==> config.mk <==
export PLATFORM = sky130hd
export DESIGN_NAME = irq_requester
export DESIGN_NICKNAME = d
export VERILOG_FILES = /design/src/rtl/irq_req_pkg.sv /design/src/rtl/irq_cfg_reg.sv /design/src/rtl/irq_req_ctl.sv /design/src/rtl/irq_line_drv.sv /design/src/rtl/irq_ack_resp.sv /design/src/rtl/irq_requester.sv
export SDC_FILE = /design/constraint.sdc
export NUM_CORES = 1
export LEC_CHECK = 0
export BUFFER_PORTS_ARGS = -buffer_cell sky130_fd_sc_hd__clkbuf_2
export CORE_MARGIN = 2
export CORE_UTILIZATION = 40
export CTS_CLUSTER_DIAMETER = 80
export CTS_CLUSTER_SIZE = 8
export DETAILED_ROUTE_END_ITERATION = 8
export HOLD_SLACK_MARGIN = 0.06
export MAX_ROUTING_LAYER = met4
export PLACE_DENSITY = 0.72
export SYNTH_ARGS = -nofsm -noshare
export SYNTH_HDL_FRONTEND = slang
export SYNTH_SLANG_ARGS = --single-unit
==> constraint.sdc <==
create_clock -name clk -period 1.3 [get_ports clk]
set_input_delay 0.195 -clock clk [delete_from_list [all_inputs] [get_ports clk]]
set_output_delay 0.195 -clock clk [all_outputs]
set_load 0.01 [all_outputs]
==> src/rtl/irq_req_pkg.sv <==
`timescale 1ns/1ps
// Shared widths, field positions and types for the interrupt requester.
// Assumes a 16-bit configuration word whose field positions are fixed,
// because software decodes them.
package irq_req_pkg;
    localparam int LVL_W   = 3;
    localparam int ID_W    = 8;
    localparam int REG_W   = 16;
    localparam int N_LINES = (1 << LVL_W) - 1;
    localparam int LVL_LSB = REG_W - LVL_W;
    localparam int SEL_BIT = LVL_LSB - 1;
    localparam int FILL_W  = SEL_BIT - ID_W;

    typedef enum logic {
        COND_HALF   = 1'b0,
        COND_NEMPTY = 1'b1
    } cond_sel_e;

    typedef struct packed {
        logic [LVL_W-1:0] level;
        cond_sel_e        sel;
        logic [ID_W-1:0]  vec;
    } irq_cfg_t;
endpackage

==> src/rtl/irq_cfg_reg.sv <==
`timescale 1ns/1ps
// Holds the programmed level, condition select and vector byte, and forms
// the readback word. Assumes a write strobe that lasts one clock. The bits
// between the select bit and the vector byte are not stored and read as one.
module irq_cfg_reg
    import irq_req_pkg::*;
(
    input  logic             clk,
    input  logic             rst_n,
    input  logic             wr_en,
    input  logic [REG_W-1:0] wdata,
    output irq_cfg_t         cfg,
    output logic [REG_W-1:0] rdata
);
    irq_cfg_t cfg_q;

    // Load the fields on a write; clear level, select and vector on reset.
    always_ff @(posedge clk) begin
        if (!rst_n) begin
            cfg_q <= '{level: '0, sel: COND_HALF, vec: '0};
        end else if (wr_en) begin
            cfg_q.level <= wdata[REG_W-1:LVL_LSB];
            cfg_q.sel   <= cond_sel_e'(wdata[SEL_BIT]);
            cfg_q.vec   <= wdata[ID_W-1:0];
        end
    end

    // Pack the readback word with the unstored bits forced high.
    always_comb begin
        rdata = {cfg_q.level, cfg_q.sel, {FILL_W{1'b1}}, cfg_q.vec};
    end

    assign cfg = cfg_q;


    cfg_level_load_chk: assert property (@(posedge clk) disable iff (!rst_n)
        wr_en |=> (cfg.level == $past(wdata[REG_W-1:LVL_LSB])) && (cfg.vec == $past(wdata[ID_W-1:0])));

    cfg_hold_chk: assert property (@(posedge clk) disable iff (!rst_n)
        !wr_en |=> $stable(cfg));
endmodule

==> src/rtl/irq_req_ctl.sv <==
`timescale 1ns/1ps
// Decides whether the request is up. The request follows the selected FIFO
// condition with one register stage, so it is raised and withdrawn only by
// the FIFO flags, never by an acknowledge. Assumes the flags are synchronous.
module irq_req_ctl
    import irq_req_pkg::*;
(
    input  logic     clk,
    input  logic     rst_n,
    input  irq_cfg_t cfg,
    input  logic     fifo_empty,
    input  logic     fifo_half,
    output logic     req
);
    logic cond;
    logic req_q;

    // Pick the condition named by the select bit.
    always_comb begin
        unique case (cfg.sel)
            COND_HALF:   cond = fifo_half;
            COND_NEMPTY: cond = !fifo_empty;
            default:     cond = 1'b0;
        endcase
    end

    // Register the request; level 0 keeps it down.
    always_ff @(posedge clk) begin
        if (!rst_n) req_q <= 1'b0;
        else        req_q <= cond && (cfg.level != '0);
    end

    assign req = req_q;


    raise_half_chk: assert property (@(posedge clk) disable iff (!rst_n)
        (cfg.sel == COND_HALF && fifo_half && cfg.level != '0) |=> req);

    raise_nempty_chk: assert property (@(posedge clk) disable iff (!rst_n)
        (cfg.sel == COND_NEMPTY && !fifo_empty && cfg.level != '0) |=> req);

    release_half_chk: assert property (@(posedge clk) disable iff (!rst_n)
        (cfg.sel == COND_HALF && !fifo_half) |=> !req);

    release_nempty_chk: assert property (@(posedge clk) disable iff (!rst_n)
        (cfg.sel == COND_NEMPTY && fifo_empty) |=> !req);

    level0_quiet_chk: assert property (@(posedge clk) disable iff (!rst_n)
        (cfg.level == '0) |=> !req);
endmodule

==> src/rtl/irq_line_drv.sv <==
`timescale 1ns/1ps
// Turns the request and level into one active-low line per level. Line k is
// low only while the request is up and the level equals k. Assumes the
// request and level come from registers. The clock and reset serve only the
// checks.
module irq_line_drv
    import irq_req_pkg::*;
(
    input  logic             clk,
    input  logic             rst_n,
    input  logic             req,
    input  logic [LVL_W-1:0] level,
    output logic [N_LINES:1] irq_n
);
    // One decoder per request line.
    for (genvar k = 1; k <= N_LINES; k++) begin : g_line
        assign irq_n[k] = !(req && (level == LVL_W'(k)));
    end


    one_line_chk: assert property (@(posedge clk) disable iff (!rst_n)
        $onehot0(~irq_n));

    level0_lines_chk: assert property (@(posedge clk) disable iff (!rst_n)
        (level == '0) |-> (&irq_n));
endmodule

==> src/rtl/irq_ack_resp.sv <==
`timescale 1ns/1ps
// Answers an acknowledge cycle. The block answers only when the
// acknowledged level equals its own nonzero level and its request is up.
// It then presents the vector byte for one cycle, one clock after the
// strobe. Data is zero whenever it does not answer.
module irq_ack_resp
    import irq_req_pkg::*;
(
    input  logic             clk,
    input  logic             rst_n,
    input  irq_cfg_t         cfg,
    input  logic             req,
    input  logic             iack_stb,
    input  logic [LVL_W-1:0] iack_level,
    output logic             hit,
    output logic [ID_W-1:0]  data
);
    logic match;
    logic hit_q;
    logic [ID_W-1:0] data_q;

    // Decide whether this acknowledge belongs to this requester.
    always_comb begin
        match = iack_stb && req && (iack_level == cfg.level) && (cfg.level != '0);
    end

    // Register the answer and the vector byte.
    always_ff @(posedge clk) begin
        if (!rst_n) begin
            hit_q  <= 1'b0;
            data_q <= '0;
        end else begin
            hit_q  <= match;
            data_q <= match ? cfg.vec : '0;
        end
    end

    assign hit  = hit_q;
    assign data = data_q;


    hit_cause_chk: assert property (@(posedge clk) disable iff (!rst_n)
        hit |-> ($past(iack_stb) && $past(req)));

    quiet_data_chk: assert property (@(posedge clk) disable iff (!rst_n)
        !hit |-> (data == '0));

    wrong_level_chk: assert property (@(posedge clk) disable iff (!rst_n)
        (iack_stb && iack_level != cfg.level) |=> !hit);
endmodule

==> src/rtl/irq_requester.sv <==
`timescale 1ns/1ps
// Top of the release-on-readout interrupt requester. The configuration
// register feeds the request controller, the line decoder and the
// acknowledge responder. Assumes all inputs are synchronous to clk and
// that the FIFO flags reflect reads made through the slave's data path.
module irq_requester
    import irq_req_pkg::*;
(
    input  logic             clk,
    input  logic             rst_n,
    input  logic             cfg_wr,
    input  logic [REG_W-1:0] cfg_wdata,
    output logic [REG_W-1:0] cfg_rdata,
    input  logic             fifo_empty,
    input  logic             fifo_half,
    input  logic             iack_stb,
    input  logic [LVL_W-1:0] iack_level,
    output logic [N_LINES:1] irq_n,
    output logic             ack_hit,
    output logic [ID_W-1:0]  ack_data
);
    irq_cfg_t cfg;
    logic     req;

    irq_cfg_reg u_cfg (
        .clk   (clk),
        .rst_n (rst_n),
        .wr_en (cfg_wr),
        .wdata (cfg_wdata),
        .cfg   (cfg),
        .rdata (cfg_rdata)
    );

    irq_req_ctl u_ctl (
        .clk        (clk),
        .rst_n      (rst_n),
        .cfg        (cfg),
        .fifo_empty (fifo_empty),
        .fifo_half  (fifo_half),
        .req        (req)
    );

    irq_line_drv u_lines (
        .clk   (clk),
        .rst_n (rst_n),
        .req   (req),
        .level (cfg.level),
        .irq_n (irq_n)
    );

    irq_ack_resp u_ack (
        .clk        (clk),
        .rst_n      (rst_n),
        .cfg        (cfg),
        .req        (req),
        .iack_stb   (iack_stb),
        .iack_level (iack_level),
        .hit        (ack_hit),
        .data       (ack_data)
    );


    ack_keeps_req_chk: assert property (@(posedge clk) disable iff (!rst_n)
        (ack_hit && cfg.sel == COND_HALF && fifo_half && !cfg_wr) |=> req);
endmodule

Word level (Yosys, flattened, before mapping)

Index checks and enable logic that the tools add are counted.
Widths: inputs -> output; s select.

Register bits after elaboration: 22
Output and inout bits: 32
Word-level logic and storage cells: 37

Equal/unequal tests: 8
Mux-type cells: 1
Bitwise operators: 1
Reduce and logical (&&, ||, !) cells: 21

Operator list:

| kind               | count |
|---|---|
| $eq 3x3->1 const B | 4 |
| $logic_and 1x1->1  | 11 |
| $logic_not 1->1    | 8 |
| $eq 3x2->1 const B | 2 |
| $eq 3x1->1 const B | 1 |
| $eq 3x3->1         | 1 |
| $reduce_bool 3->1  | 1 |
| $pmux 1 s2         | 1 |
| $reduce_and 2->1   | 1 |
| $not 1->1          | 1 |

Longest topological paths before layout

Gate-level depths: netlist of the first run.

Depth after elaboration: 4
Mapped depth: 4
Depth with buffers taken out: 3

By module

From an unflattened synthesis of the first run, not the netlist that was laid out.

Cells, all modules: 102
Area total of the unflattened synthesis: 1031.0 um^2

Modules (own cells, without submodules):

| module       | instances | cells an instance | area an instance (um^2) |
|---|---|---|---|
| irq_cfg_reg  | 1         | 55                | 574.3 |
| irq_ack_resp | 1         | 34                | 341.6 |
| irq_line_drv | 1         | 7                 | 66.3 |
| irq_req_ctl  | 1         | 6                 | 48.8 |

Worst setup path before layout of the first run

Ideal clock, no wire load.

Kind: register to output
Start: register, netlist name u_cfg.cfg[11]
End: output irq_n[3] (netlist name)
Buffers on the path: 1
Stages on the path, launching flop included: 4
Path slack: 256 ps
Data arrival time: 849 ps
Required time: 1105 ps
Cell sequence: dfxtp_1 buf_6 and2b_2 nand3_1

Word-level cells in the longest chain between the ends: 3

RTL lines:

| item              | line                | RTL |
|---|---|---|
| $eq 3x2->1        | irq_line_drv.sv:17  | `assign irq_n[k] = !(req && (level == LVL_W'(k)));` |
| $logic_and 1x1->1 | irq_line_drv.sv:17  |  |
| $logic_not 1->1   | irq_line_drv.sv:17  |  |
| end: declaration  | irq_requester.sv:18 | `output logic [N_LINES:1] irq_n,` |

Every way passes these cells.

Worst setup path in the final report of the first run

Start: register, netlist name u_cfg.cfg[9]
End: output irq_n[5] (netlist name)

Word-level cells in the longest chain between the ends: 3

RTL lines:

| item              | line |
|---|---|
| $eq 3x3->1        | irq_line_drv.sv:17 |
| $logic_and 1x1->1 | irq_line_drv.sv:17 |
| $logic_not 1->1   | irq_line_drv.sv:17 |

Every way passes these cells.

==> results of run 1 <==
[registers in the layout, indices dropped and copies added, names as in the netlist]
register,flops
u_cfg.cfg,12
u_ack.data,8
u_ack.hit,1
u_ctl.req,1
[worst max-delay path, stage by stage (launching register included)]
cell	delay (ns)
dfxtp_4	0.43
nor2b_4	0.17
nand3_2	0.07
buf_6	0.12
[worst min path at each step]
stage / end / from / depth (start not counted)
after floorplan: u_cfg.cfg[0]$_SDFFE_PN0P_ / rst_n / 1
after global placement: u_ack.data[1]$_SDFF_PN0_ / u_cfg.cfg[1]$_SDFFE_PN0P_ / 2
after detailed placement: u_ack.data[3]$_SDFF_PN0_ / u_cfg.cfg[3]$_SDFFE_PN0P_ / 2
after CTS: u_cfg.cfg[11]$_SDFFE_PN0P_ / cfg_wdata[15] / 3
after global routing: u_cfg.cfg[4]$_SDFFE_PN0P_ / cfg_wdata[4] / 3
final: u_cfg.cfg[11]$_SDFFE_PN0P_ / cfg_wdata[15] / 3
[per-layer routing]
metal	track usage	share of wire
met1	0.182	0.40
met4	0.0513	0.0090
met3	0.0254	0.056
met5	-	0
met2	0.304	0.53
[area by class of cell]
| class | count | area, sq um | share of cell area |
|---|---|---|---|
| Multi-Input combinational cell | 66 | 474 | 0.363 |
| Clock buffer | 4 | 36.3 | 0.0278 |
| Tap cell | 28 | 35.0 | 0.0268 |
| Sequential cell | 22 | 455 | 0.349 |
| Timing Repair Buffer | 54 | 304 | 0.233 |
[logic make-up (layout without fill, tap and decap cells)]
family	Yosys count	in the layout	synth area share
other	1	4	0.00391
AOI/OAI and AO/OA	3	3	0.0261
and+or+nand+nor	44	44	0.241
xor gates and xnor gates	3	3	0.0548
DFF	22	22	0.459
buffers and inverters	10	58	0.0900
muxes	12	12	0.125
[metrics by stage]
step	instances	worst slack, ns	setup TNS, ns	utilization
4_1_cts	173	-0.00547	-0.00547	0.560
3_3_place_gp	168	0.194	0	0.533
6_report	174	0.0166	0	0.584
5_1_grt	174	-0.0470	-0.192	0.584
2_1_floorplan	98	0.256	0	-
3_5_place_dp	168	0.166	0	0.533
[report_power, final]
| group | switching, mW | total, mW | internal (mW) |
|---|---|---|---|
| Sequential | 0.0282 | 0.724 | 0.696 |
| Combinational | 0.101 | 0.208 | 0.106 |
| Clock | 0.188 | 0.359 | 0.170 |
| Total | 0.318 | 1.29 | 0.972 |
[layout by cell type, fill, tap and decap left out, types with 3 or more instances in the layout]
| cell | instances |
|---|---|
| conb_1 | 4 |
| nand3_1 | 9 |
| nand3_2 | 4 |
| dfxtp_4 | 4 |
| nor2_1 | 11 |
| dfxtp_1 | 18 |
| buf_6 | 3 |
| buf_4 | 6 |
| clkbuf_4 | 3 |
| nor2b_1 | 12 |
| mux2i_1 | 12 |
| clkbuf_2 | 43 |
| nand2_1 | 3 |
[repair_timing]
item / in CTS / in global routing
endpoints found under the setup margin: 9 / 6
setup buffers: 1 / 1
hold endpoints to repair: 0 / 0
gates resized for setup: 9 / 14
pin swaps: 0 / 5
hold buffers: 0 / 0
==> metrics.md, run 1 <==
| Metric | Value |
|---|---|
| Synth top cells by count | dfxtp_1 (22), nor2b_1 (14), mux2i_1 (12), nand3_1 (12), nor2_1 (11) |
| Number of placement rows | 17 |
| Root cell of the clock tree | clkbuf_4 |
| I/O pin count | 57 |
| Fillers | roughly 230 |
| Power after layout | 1.29 mW |
| Share of the yosys chip area belonging to registers | 0.459 |
| Detailed Routing Iterations Pass 1 | 3 |
| Average size of a mapped cell | 10.1 sq um |
| #FFs+latches synth | 22 |
| Warnings, synthesis | 0 |
| Most numerous cell in the Yosys netlist | dfxtp_1 |
| Required time of the worst setup path | roughly 1.1 ns |
| Effective utilization at floorplan | 0.430 |
| Leakage power of the design | ~0.61 nW |
| Number of cells produced by synthesis | 95 |
| Via count of the routed design | approximately 820 |
| Pwr Density | ~990 nW/um^2 |
| Max Cap Violations | 0 |
| # diodes | 0 |
| Setup slack of the most critical reg-to-reg path | 0.17 ns |
| Design Area, Final | roughly 1300 sq um |
| VDD IR max | just under 600 uV |
| Element type at the critical path start | flop |
| Fraction of layout instances using a drive strength above 1 | 0.493 |
| Iter 0 DRT Violations | 1 |
| Startpoint-to-endpoint class of the critical path | reg -> out |
| Area growth from synthesis to layout | 36.0% |
| RePlAce Congestion | just over 0.7 |
| Worst reg-to-reg path cell count | 4 |
| Clock slew at the register clock pins of the worst setup and hold paths | around 0.11 ns |
| Top-area cell type share of the netlist area | 0.459 |
| Vias per Instance | 4.74 |
| Maximum fanout count along the critical path | 7 |
| Worst reg2reg path endpoint | u_ack.hit$_SDFF_PN0_ |
| Endpoints failing hold | 0 |
| Pins over their slew limit | 0 |
| Cts bufs inserted | 3 |
| Clock tree from TritonCTS | done |
| Placeable Area | 2230 sq um |
| Wire per inst | ~12 microns |
| Setup-violating endpoint count in the final report | 0 |
| Remaining DRCs | 0 |
| Mapped Area | ~960 sq um |
| Vias in the first global route | 800 |
| Max Clk Rate | between 700 and 800 MHz |
| Synth area leaders | dfxtp_1 (46%), mux2i_1 (13%), nor2b_1 (9.1%) |
| Async set-reset flop share out of synthesis | 0 |
| Post-synth EDFFs | 0 |
| Antenna violations before repair | 0 |
| Yosys cell types | 20 |
| H-Tree Depth | 1 |
| Global route total overflow | 0 |
| Final period util | 0.987 |
| Critical Path End | irq_n[5] |
| Count of input and output buffers | between 40 and 50 |
| Critical Path End Type | output port |
| Floorplan die area | ~2800 sq um |
| Total Wirelength | 2100 microns |
| Total half-perimeter wirelength after legalization and detailed placement | about 1600 microns |
| Total Routing Usage GR | 0.165 |
| Placement-stage cell area | roughly 1200 sq um |
| Data arrival time of the critical path | 1.09 ns |
| Vertical die dimension | 53.0 microns |
| Worst min-delay path class | in -> reg |
| Total number of nets in the final design | 172 |
| X dimension of the die | 53.0 microns |
| Crit Reg-Reg Startpoint | u_cfg.cfg[11]$_SDFFE_PN0P_ |
| Wire length of the first global-routing pass | ~3400 microns |
| Status | completed |
| RSZ-0062 raised after global routing | yes |
| TritonCTS sink count | 22 |
| Clock skew after layout | ~0.00055 ns |
| Insertion delay of the later-clocked pin in the worst-skew pair | ~0.29 ns |
| Clk buf depth | 2 |
| Predominant post-synthesis flop cell | dfxtp_1 |
| Worst slack on hold paths | 0.153 ns |
| Maximum number of pins on one net before global-route repair | 14 |
| Dominant cell type by area after synthesis | dfxtp_1 |
| CP startpoint | u_cfg.cfg[9]$_SDFFE_PN0P_ |
| Min Clock Period, post-route | between 1 and 1.5 ns |
| Post-detailed-route count of antenna-violating nets | 0 |
Power figures use the tool's default switching activity.
==> run 2, diff against run 1 <==
--- a/config.mk
+++ b/config.mk
@@ -5,15 +5,16 @@
 export SDC_FILE = /design/constraint.sdc
 export NUM_CORES = 1
 export LEC_CHECK = 0
-export BUFFER_PORTS_ARGS = -buffer_cell sky130_fd_sc_hd__clkbuf_2
+export CORE_ASPECT_RATIO = 1.1
 export CORE_MARGIN = 2
 export CORE_UTILIZATION = 40
 export CTS_CLUSTER_DIAMETER = 80
 export CTS_CLUSTER_SIZE = 8
 export DETAILED_ROUTE_END_ITERATION = 8
+export DONT_BUFFER_PORTS = 1
 export HOLD_SLACK_MARGIN = 0.06
 export MAX_ROUTING_LAYER = met4
-export PLACE_DENSITY = 0.72
+export PLACE_DENSITY = 0.51
 export SYNTH_ARGS = -nofsm -noshare
 export SYNTH_HDL_FRONTEND = slang
 export SYNTH_SLANG_ARGS = --single-unit
==> metrics.md, run 2 (synthesis results as in run 1) <==
| Metric | Value |
|---|---|
| Leakage power of the design | between 0.4 and 0.5 nW |
| Crit-path slowest cell | dfxtp_4 |
| Leading cell types in the layout, fill and taps excluded | dfxtp_1 (18), dlygate4sd3_1 (14), nor2b_1 (13), mux2i_1 (12) |
| Antenna violations before repair | 0 |
| Wire per inst | around 14 microns |
| TritonCTS sink count | 22 |
| Detailed Routing Iterations Pass 1 | 3 |
| Final Util | 0.524 |
| Flip-flop count of the largest register, all copies and words added | 12 |
| Root cell of the clock tree | clkbuf_4 |
| I/O pin count | 57 |
| Max Clk Rate | ~770 MHz |
| Maximum fanout count along the critical path | 7 |
| Floorplan die area | 2810 sq um |
| Insertion delay of the later-clocked pin in the worst-skew pair | around 0.30 ns |
| Clk buf depth | 2 |
| Remaining DRCs | 0 |
| Worst slack on hold paths | ~0.07 ns |
| Clock slew at the register clock pins of the worst setup and hold paths | ~0.12 ns |
| Max Cap Violations | 0 |
| Status | completed |
| Pwr Density | roughly 1100 nW/um^2 |
| Iter 0 DRT Violations | 3 |
| Via count of the routed design | ~700 |
| Post-detailed-route count of antenna-violating nets | 0 |
| Critical path's top delay family | flip-flops |
| Area growth from synthesis to layout | 23.1% |
| Global route total overflow | 0 |
| X dimension of the die | 50.7 microns |
| Startpoint-to-endpoint class of the critical path | reg -> out |
| Number of placement rows | 18 |
| # diodes | 0 |
| Clock tree from TritonCTS | done |
| Total number of nets in the final design | 140 |
| Effective utilization at floorplan | 0.426 |
| Element type at the critical path start | flop |
| H-Tree Depth | 1 |
| Critical Path End Type | output port |
| Total half-perimeter wirelength after legalization and detailed placement | 1290 microns |
| Worst Setup Slack post-DPL | 0.0952 ns |
| RePlAce Congestion | approximately 0.63 |
| Maximum number of pins on one net before global-route repair | 14 |
| Worst min-delay path class | in -> reg |
| Setup-violating endpoint count in the final report | 0 |
| RSZ-0062 raised after global routing | yes |
| Cts bufs inserted | 3 |
| Critical-path cell list | buf_4 > nor2_1 > nand3_1 |
| Slowest cell delay on critical path | around 0.39 ns |
| Data arrival time of the critical path | 1.10 ns |
| Total Wirelength | 1980 microns |
| Worst Slack Setup Final | roughly 0.004 ns |
| Final period util | 0.997 |
| VDD IR max | 526 uV |
| Commonest non-fill, non-tap cell in the layout | dfxtp_1 |
| Fraction of layout instances using a drive strength above 1 | 0.211 |
| Vertical die dimension | 55.4 microns |
| Vias per Instance | about 4.8 |
| Fillers | about 220 |
| Total Routing Usage GR | 0.153 |
| Clock skew after layout | about 0.0042 ns |
| Min Clock Period, post-route | about 1.3 ns |
| Vias in the first global route | around 680 |
| Endpoints failing hold | 0 |
| Required time of the worst setup path | around 1.1 ns |
| Pins over their slew limit | 0 |
| Setup TNS | 0 ns |
| Count of input and output buffers | 0 |
| Wire length of the first global-routing pass | between 3000 and 4000 microns |
| Placeable Area | 2250 sq um |
| Count of buffer and inverter cells on the critical path | 1 |
run 2: cell count changes in the layout (fill, tap and decap cells not counted), sizes merged:
cell,previous run,this run
dlygate4sd3,0,14
clkbuf,47,4
buf,11,8
run 2: worst paths after layout:
check	start	endpoint	slack [ns]	cells after the start
worst max-delay path	u_cfg.cfg[10]$_SDFFE_PN0P_	irq_n[4]	0.004	3
worst min register to register	u_cfg.cfg[5]$_SDFFE_PN0P_	u_ack.data[5]$_SDFF_PN0_	0.50	2
worst max register to register	u_cfg.cfg[3]$_SDFFE_PN0P_	u_cfg.cfg[3]$_SDFFE_PN0P_	0.08	3
worst min-delay path	cfg_wr	u_cfg.cfg[5]$_SDFFE_PN0P_	0.07	2
run 2: final cells by class:
cell class | count | area [sq um] | share of cell area
multi-input cells | 66 | 454 | 0.385
flip-flops and latches | 22 | 453 | 0.383
repair buffers | 22 | 200 | 0.169
well taps | 30 | 37.5 | 0.0318
clock buffers | 4 | 36.3 | 0.0307
run 2: where the power goes:
| group | internal [mW] | leakage (nW) | total (mW) | switching [mW] |
|---|---|---|---|---|
| combinational | 0.102 | 0.267 | 0.173 | 0.0707 |
| sequential | 0.697 | 0.182 | 0.734 | 0.0369 |
| clock | 0.171 | 0.0210 | 0.367 | 0.196 |
| total | 0.970 | 0.470 | 1.27 | 0.304 |
run 2: what timing repair did:
action                                  4_1_cts  5_1_grt
hold buffers                                 13        2
endpoints found under the setup margin        8        7
pin swaps                                     0        1
gates resized for setup                       5        5
gates cloned                                  0        0
buffers inserted                              0        5
hold endpoints to repair                     13        3
run 2: worst register-to-register path, stage by stage, from the launching register on:
cell	delay [ns]
dfxtp_1	0.42
mux2i_1	0.09
dlygate4sd3_1	0.56
nor2b_1	0.10
run 2: per-stage QoR:
step / cells / power [mW] / area, sq um
floorplan: 98 / 0.871 / 971
global placement: 121 / 0.863 / 945
detailed placement: 121 / 0.867 / 945
CTS: 138 / 1.28 / 1120
global route: 144 / 1.35 / 1180
finish: 144 / 1.27 / 1180
run 2: routing by layer:
| metal | share of wire | track usage | up-vias |
|---|---|---|---|
| li1 | - | - | 347 |
| met1 | 0.40 | 0.172 | 306 |
| met2 | 0.51 | 0.248 | 38 |
| met3 | 0.069 | 0.0459 | 5 |
| met4 | 0.017 | 0.0695 | 0 |
| met5 | 0 | - | - |
